<file path="config.mk">
export PLATFORM = sky130hd
export DESIGN_NAME = cs_prod_accum
export DESIGN_NICKNAME = d
export VERILOG_FILES = /design/src/rtl/cs_acc_pkg.sv /design/src/rtl/cs_sign_prep.sv /design/src/rtl/cs_csa_row.sv /design/src/rtl/cs_beat_seq.sv /design/src/rtl/cs_tap_bank.sv /design/src/rtl/cs_prod_accum.sv
export SDC_FILE = /design/constraint.sdc
export NUM_CORES = 1
export LEC_CHECK = 0
export CAP_MARGIN = 20
export CORE_MARGIN = 2
export CORE_UTILIZATION = 48
export DETAILED_ROUTE_END_ITERATION = 8
export GPL_ROUTABILITY_DRIVEN = 0
export HOLD_SLACK_MARGIN = 0.1
export PLACE_DENSITY = 0.84
export SYNTH_ARGS = -nofsm -noshare
export SYNTH_HDL_FRONTEND = slang
export SYNTH_SLANG_ARGS = --single-unit
</file>
<file path="constraint.sdc">
create_clock -name clk -period 3.8 [get_ports clk]
set_input_delay 1.14 -clock clk [delete_from_list [all_inputs] [get_ports clk]]
set_output_delay 1.14 -clock clk [all_outputs]
set_load 0.05 [all_outputs]
</file>
<file path="src/rtl/cs_acc_pkg.sv">
// Shared helpers for the carry-save product accumulator.
// Assumes: all widths are positive, and the accumulator width is below 62 bits.
package cs_acc_pkg;

    // Width of an index that counts up to n-1, never narrower than one bit.
    function automatic int idx_width(input int n);
        return (n > 1) ? $clog2(n) : 1;
    endfunction

    // Offset that cancels the inverted-sign trick over one block:
    // -(blk * 2^(p-1)) modulo 2^w.
    function automatic longint preload_value(input int w, input int p, input int blk);
        longint m;
        longint k;
        m = longint'(1) << w;
        k = (longint'(blk) << (p - 1)) % m;
        return (k == 0) ? longint'(0) : m - k;
    endfunction

endpackage

</file>
<file path="src/rtl/cs_sign_prep.sv">
// Turns a signed product into an offset-binary code by inverting its sign bit.
// Sign extension is therefore not needed: the accumulator's block preload
// removes the constant bias that this adds.
// Assumes: P >= 2.
module cs_sign_prep #(
    parameter int P = 8
) (
    input  logic [P-1:0] prod_i,
    output logic [P-1:0] code_o
);

    // Flip the sign bit and pass the magnitude bits through.
    always_comb begin
        code_o        = prod_i;
        code_o[P-1]   = ~prod_i[P-1];
    end

endmodule

</file>
<file path="src/rtl/cs_csa_row.sv">
// One carry-save addition row with digit recoding.
// The slices below P are full adders, because the addend reaches them.
// The slices at or above P are half adders, because the addend is zero there.
// The top slice keeps only its sum, since the total is taken modulo 2^W.
// Each digit is then recoded so that value one is always stored as (sum=1, carry=0).
// Assumes: W > P.
module cs_csa_row #(
    parameter int W = 14,
    parameter int P = 8
) (
    input  logic [W-1:0] a_i,
    input  logic [W-1:0] b_i,
    input  logic [P-1:0] x_i,
    output logic [W-1:0] s_o,
    output logic [W-1:0] c_o
);

    logic [W-1:0] raw_s;
    logic [W-1:0] cin;

    assign cin[0] = 1'b0;

    for (genvar i = 0; i < W; i++) begin : g_slice
        if (i < P) begin : g_full
            // Full adder in a slice that the product reaches.
            assign raw_s[i]   = a_i[i] ^ b_i[i] ^ x_i[i];
            assign cin[i + 1] = (a_i[i] & b_i[i]) | (a_i[i] & x_i[i]) | (b_i[i] & x_i[i]);
        end else if (i < W - 1) begin : g_half
            // Half adder in a sign-extension slice.
            assign raw_s[i]   = a_i[i] ^ b_i[i];
            assign cin[i + 1] = a_i[i] & b_i[i];
        end else begin : g_top
            // Top slice: its carry-out falls outside the modulus.
            assign raw_s[i]   = a_i[i] ^ b_i[i];
        end
    end

    // Recode each digit: a lone one moves to the sum bit, and a two sets both bits.
    assign s_o = raw_s | cin;
    assign c_o = raw_s & cin;

endmodule

</file>
<file path="src/rtl/cs_beat_seq.sv">
// Beat sequencer: gives each valid beat to a tap and a symbol position.
// A valid beat with the start marker forces position (symbol 0, tap 0).
// The block wraps on its own after the final beat.
// Assumes: NTAP >= 1 and BLK >= 1.
module cs_beat_seq #(
    parameter int NTAP = 2,
    parameter int BLK  = 16,
    localparam int TW  = cs_acc_pkg::idx_width(NTAP),
    localparam int SW  = cs_acc_pkg::idx_width(BLK)
) (
    input  logic          clk,
    input  logic          rst_n,
    input  logic          vld_i,
    input  logic          start_i,
    output logic          beat_o,
    output logic [TW-1:0] tap_o,
    output logic          first_o,
    output logic          last_o
);

    logic [TW-1:0] tap_q;
    logic [TW-1:0] tap_eff;
    logic [SW-1:0] sym_q;
    logic [SW-1:0] sym_eff;

    // Position of the current beat, after any restart from the start marker.
    always_comb begin
        tap_eff = start_i ? '0 : tap_q;
        sym_eff = start_i ? '0 : sym_q;
        beat_o  = vld_i;
        tap_o   = tap_eff;
        first_o = (sym_eff == '0);
        last_o  = (sym_eff == SW'(BLK - 1)) && (tap_eff == TW'(NTAP - 1));
    end

    // Move to the next position on each valid beat.
    always_ff @(posedge clk) begin
        if (!rst_n) begin
            tap_q <= '0;
            sym_q <= '0;
        end else if (vld_i) begin
            if (tap_eff == TW'(NTAP - 1)) begin
                tap_q <= '0;
                sym_q <= last_o ? '0 : sym_eff + SW'(1);
            end else begin
                tap_q <= tap_eff + TW'(1);
                sym_q <= sym_eff;
            end
        end
    end

    // a cycle without a valid beat leaves the position unchanged.
    a_r6_seq_idle_hold: assert property (@(posedge clk) disable iff (!rst_n)
        !vld_i |=> ($stable(tap_q) && $stable(sym_q)));

    // a beat that is not the last tap of a symbol stays on the same symbol.
    a_r2_sym_kept_within_taps: assert property (@(posedge clk) disable iff (!rst_n)
        (vld_i && !start_i && (tap_q != TW'(NTAP - 1))) |=> (sym_q == $past(sym_q)));

    // a start beat with more than one tap leaves symbol 0 current.
    a_r7_start_realigns: assert property (@(posedge clk) disable iff (!rst_n)
        (vld_i && start_i && (NTAP > 1)) |=> (sym_q == '0));

endmodule

</file>
<file path="src/rtl/cs_tap_bank.sv">
// Per-tap redundant state registers and the operand select.
// On the first beat of a tap in a block, the preload constant replaces the
// stored state. Otherwise the selected tap's sum and carry feed the adder row.
// Assumes: tap_i is always below NTAP.
module cs_tap_bank #(
    parameter int          NTAP    = 2,
    parameter int          W       = 14,
    parameter logic [W-1:0] PRELOAD = '0,
    localparam int         TW      = cs_acc_pkg::idx_width(NTAP)
) (
    input  logic            clk,
    input  logic            rst_n,
    input  logic            wr_i,
    input  logic [TW-1:0]   tap_i,
    input  logic            first_i,
    input  logic [W-1:0]    nxt_s_i,
    input  logic [W-1:0]    nxt_c_i,
    output logic [W-1:0]    op_s_o,
    output logic [W-1:0]    op_c_o,
    output logic [NTAP*W-1:0] all_s_o,
    output logic [NTAP*W-1:0] all_c_o
);

    logic [W-1:0] st_s [NTAP];
    logic [W-1:0] st_c [NTAP];

    // Choose the adder operands: the preload on a block's first beat, otherwise the stored state.
    always_comb begin
        op_s_o = first_i ? PRELOAD : st_s[tap_i];
        op_c_o = first_i ? '0      : st_c[tap_i];
    end

    for (genvar t = 0; t < NTAP; t++) begin : g_tap
        // Write the new redundant total on a beat addressed to this tap.
        always_ff @(posedge clk) begin
            if (!rst_n) begin
                st_s[t] <= '0;
                st_c[t] <= '0;
            end else if (wr_i && (tap_i == TW'(t))) begin
                st_s[t] <= nxt_s_i;
                st_c[t] <= nxt_c_i;
            end
        end

        assign all_s_o[t*W +: W] = st_s[t];
        assign all_c_o[t*W +: W] = st_c[t];

        // the digit code (sum 0, carry 1) never reaches a register.
        a_r5_no_zero_one_code: assert property (@(posedge clk) disable iff (!rst_n)
            ((~st_s[t] & st_c[t]) == '0));

        // no carry is ever stored into the least significant position.
        a_r5_lsb_carry_clear: assert property (@(posedge clk) disable iff (!rst_n)
            (st_c[t][0] == 1'b0));

        // a tap's state moves only on beats addressed to it.
        a_r2_other_tap_hold: assert property (@(posedge clk) disable iff (!rst_n)
            !(wr_i && (tap_i == TW'(t))) |=> ($stable(st_s[t]) && $stable(st_c[t])));
    end

endmodule

</file>
<file path="src/rtl/cs_prod_accum.sv">
// Top level of the interleaved carry-save product accumulator.
// Connects the beat sequencer, the sign-offset coder, the tap state bank and
// the carry-save row, and captures both taps' totals when a block finishes.
// Assumes: the caller resolves sum + carry modulo 2^W downstream.
module cs_prod_accum #(
    parameter int W    = 14,
    parameter int P    = 8,
    parameter int BLK  = 16,
    parameter int NTAP = 2
) (
    input  logic              clk,
    input  logic              rst_n,
    input  logic [P-1:0]      prod_i,
    input  logic              prod_vld_i,
    input  logic              blk_start_i,
    output logic [NTAP*W-1:0] sum_o,
    output logic [NTAP*W-1:0] carry_o,
    output logic              done_o
);

    localparam int           TW      = cs_acc_pkg::idx_width(NTAP);
    localparam logic [W-1:0] PRELOAD = W'(cs_acc_pkg::preload_value(W, P, BLK));

    logic              beat;
    logic              first;
    logic              last;
    logic [TW-1:0]     tap;
    logic [P-1:0]      code;
    logic [W-1:0]      op_s;
    logic [W-1:0]      op_c;
    logic [W-1:0]      nxt_s;
    logic [W-1:0]      nxt_c;
    logic [NTAP*W-1:0] all_s;
    logic [NTAP*W-1:0] all_c;

    cs_beat_seq #(
        .NTAP (NTAP),
        .BLK  (BLK)
    ) i_seq (
        .clk     (clk),
        .rst_n   (rst_n),
        .vld_i   (prod_vld_i),
        .start_i (blk_start_i),
        .beat_o  (beat),
        .tap_o   (tap),
        .first_o (first),
        .last_o  (last)
    );

    cs_sign_prep #(
        .P (P)
    ) i_sign (
        .prod_i (prod_i),
        .code_o (code)
    );

    cs_tap_bank #(
        .NTAP    (NTAP),
        .W       (W),
        .PRELOAD (PRELOAD)
    ) i_bank (
        .clk     (clk),
        .rst_n   (rst_n),
        .wr_i    (beat),
        .tap_i   (tap),
        .first_i (first),
        .nxt_s_i (nxt_s),
        .nxt_c_i (nxt_c),
        .op_s_o  (op_s),
        .op_c_o  (op_c),
        .all_s_o (all_s),
        .all_c_o (all_c)
    );

    cs_csa_row #(
        .W (W),
        .P (P)
    ) i_row (
        .a_i (op_s),
        .b_i (op_c),
        .x_i (code),
        .s_o (nxt_s),
        .c_o (nxt_c)
    );

    // Capture every tap's total on the final beat. The last tap comes straight from the row.
    always_ff @(posedge clk) begin
        if (!rst_n) begin
            sum_o   <= '0;
            carry_o <= '0;
            done_o  <= 1'b0;
        end else begin
            done_o <= beat && last;
            if (beat && last) begin
                for (int t = 0; t < NTAP; t++) begin
                    if (t == NTAP - 1) begin
                        sum_o[t*W +: W]   <= nxt_s;
                        carry_o[t*W +: W] <= nxt_c;
                    end else begin
                        sum_o[t*W +: W]   <= all_s[t*W +: W];
                        carry_o[t*W +: W] <= all_c[t*W +: W];
                    end
                end
            end
        end
    end

    // the completion flag never stays high for two cycles.
    a_r3_done_single: assert property (@(posedge clk) disable iff (!rst_n)
        done_o |=> !done_o);

    // a completion always follows an accepted beat.
    a_r3_done_after_beat: assert property (@(posedge clk) disable iff (!rst_n)
        done_o |-> $past(prod_vld_i));

    // the captured vectors change only together with a completion.
    a_r8_hold_between: assert property (@(posedge clk) disable iff (!rst_n)
        !done_o |-> ($stable(sum_o) && $stable(carry_o)));

    // the captured vectors never show the code (sum 0, carry 1).
    a_r5_out_alphabet: assert property (@(posedge clk) disable iff (!rst_n)
        ((~sum_o & carry_o) == '0));

endmodule

</file>
==> flow_summary_export.csv <==
group,metric,value,unit
synth,synth-warning-count,0,
timing,fin_crit,3.199,ns
floorplanning,start_util,0.4973,
setup_path,r2r-start,"i_seq.sym_q[0]",
synth,synth_cell_types,38,
floorplanning,die_w,102.3,µm
routing,vias,3493,
floorplanning,io_pins,69,
hold_path,hold_path.class,"reg2reg",
setup_path,cp-startpoint,"blk_start_i",
cts,clock_path_buffers,2,
cts,cts_tree,"built",
cts,cts_setup_buffers,0,
timing,slew_viol_final,0,
cts,numCtsBuffers,17,
cts,cts_hold_buffers,0,
cts,worstSkewPairLatency,0.52,ns
routing,drt_iter0_markers,242,
routing,drtAntennaViolNets,0,
routing,wirelength,11.01,mm
grt,grt_pass1_wl,17.56,mm
synth,ys_seq_elements,114,
power,power.density,514.5,nW/µm²
cts,cts_root_buffer,"clkbuf_8",
grt,grt_usage,0.2285,
final_layout,nets,514,
setup_path,arrival,3.46,ns
power,p_leak,2.233,nW
routing,drc_errors,0,
setup_path,crit_path_end_kind,"register",
timing,fin_crit_sh,0.8419,
timing,max_freq,0.3126,GHz
timing,tns,0,ns
floorplanning,core_area,9328,µm²
setup_path,startpoint_type,"input pin",
cts,post_cts_resized,0,
cts,htreeDepth,4,
floorplanning,rows,35,
floorplanning,dieArea,10470,µm²
power,peakVddDrop,0.3298,mV
final_layout,layout_commonest_cell,"nand2_1",
grt,antenna_found_initial,0,
setup_path,critPathKind,"in2reg",
placed_design,hpwl,6.772,mm
synth,seq_area_frac_synth,0.6086,
routing,wire_per_inst,17.50,µm
synth,syn_area,4638,µm²
timing,hold_viol_final,0,
outcome,outcome,"completed",
timing,worst_pin_slew,0.5751,ns
timing,rsz0062_at_grt,"no",
final_layout,diodes,0,
grt,grt.overflow.total,0,
cts,clkTransAtPathRegs,0.06,ns
timing,relSlewSlack,0.6160,
placed_design,portBuffers,66,
final_layout,synthToLayoutAreaGrowth,29.62,%
final_layout,layout_common_cells,"nand2_1, clkdlybuf4s50_1, nor2_1",
run,drv_cap,0,
hold_path,hp-start,"sum_o[23]",
synth,synth.avg_cell_area,11.18,µm²
setup_path,crit_fanout,22,
setup_path,required,4.06,ns
synth,netlist_instances,415,
timing,clock_skew,0.005751,ns
routing,drtPass1Iterations,5,
final_layout,final_cells,629,
cts,cts_num_sinks,114,
placed_design,post-place-cells,597,
grt,grt_pass1_vias,3367,
routing,viasPerCell,5.553,
timing,setup_viol,0,
grt,grt_max_degree,41,
floorplanning,die_h,102.3,µm
final_layout,drive_above_1_share,0.1020,
## final cells by class
class                           count  area, µm²
Clock buffer                       22      452.9
Timing Repair Buffer               80      765.7
Inverter                            5      18.77
Fill cell                         666       3316
Clock inverter                     10      156.4
Multi-Input combinational cell    269       1634
Sequential cell                   114       2823
Tap cell                          129      161.4
## flip-flops by register name (all words and copies together), names as in the netlist
signal / cells
i_bank.st_c: 26
i_seq.tap_q: 1
carry_o: 26
done_o: 1
i_seq.sym_q: 4
i_bank.st_s: 28
sum_o: 28
## routing by layer
metal / global-route usage / vias up / share of wire
met4: 0.1015 / 0 / 0.022
met1: 0.2978 / 1674 / 0.40
met3: 0.06498 / 26 / 0.088
li1: - / 1608 / -
met5: 0 / - / 0
met2: 0.3578 / 185 / 0.49
## worst max-delay path, cell delays in order
cell and delay (ns):
clkdlybuf4s50_1 0.52, buf_4 0.18, nand2b_2 0.45, nand2_1 0.11, a21oi_1 0.29, fa_1 0.50, nor2_1 0.21, nor2_1 0.06
## where the power goes
| group | leakage (nW) | switching [mW] | internal [mW] |
|---|---|---|---|
| Combinational | 0.884 | 0.0858 | 0.0393 |
| Sequential | 1.06 | 0.0188 | 1.32 |
| Clock | 0.289 | 0.533 | 1.09 |
## cells by family after synthesis
kind of cell             Yosys count  synth area share
AO/OA/AOI/OAI                     87            0.1414
XOR/XNOR                           2          0.003777
AND/OR/NAND/NOR                  162            0.1478
adder cells (fa/ha/maj)           15           0.05179
flip-flops                       114            0.6086
multiplexers                       1          0.002158
other                              1         0.0008085
buffers and inverters             33           0.04370
## cell usage after synthesis
cell type	number	area share
nand2_1	70	0.057
nor2_1	65	0.053
dfxtp_1	60	0.26
edfxtp_1	54	0.35
a22o_1	29	0.055
o2bb2ai_1	24	0.045
a21oi_1	22	0.024
buf_2	11	0.012
ha_1	8	0.022
buf_4	7	0.011
fa_1	7	0.030
buf_6	5	0.012
nand3_1	5	0.0054
o21ai_0	5	0.0054
and2_1	4	0.0054
clkbuf_1	4	0.0032
nand2b_1	4	0.0054
nor2b_1	4	0.0054
inv_1	3	0.0024
a21boi_1	2	0.0032
and3_1	2	0.0027
inv_2	2	0.0016
nand4_1	2	0.0027
xor2_1	2	0.0038
a21boi_0	1	0.0016
a32o_1	1	0.0022
clkbuf_2	1	0.0011
conb_1	1	0.00081
mux2i_1	1	0.0022
nand2b_2	1	0.0019
nand3_2	1	0.0022
nand3b_1	1	0.0016
nand4b_1	1	0.0019
nor2_4	1	0.0024
o21a_1	1	0.0016
o21ai_2	1	0.0019
o31ai_1	1	0.0016
or4_1	1	0.0016
## final timing paths
| check | to | slack [ns] | cells after the start |
|---|---|---|---|
| max | i_bank.st_s[1][4] | 0.60 | 8 |
| min | sum_o[23] | 0.46 | 1 |
| max reg2reg | i_bank.st_s[1][4] | 1.43 | 8 |
| min reg2reg | sum_o[23] | 0.46 | 1 |
## through the flow
step           total power, mW  utilization  worst slack (ns)  hold slack [ns]  cell area (µm²)
6_report                 3.093       0.6445            0.6008           0.4640             6012
5_1_grt                  3.178       0.6445            0.4937           0.4806             6012
4_1_cts                  3.111       0.6445            0.6352           0.4639             6012
3_5_place_dp             1.488       0.5792            0.1958           0.4480             5403
3_3_place_gp             1.482       0.5792            0.2517           0.4510             5403
2_1_floorplan            1.444            -            0.4335           0.4551             4642
No activity file was read; power rests on OpenSTA's default activity.
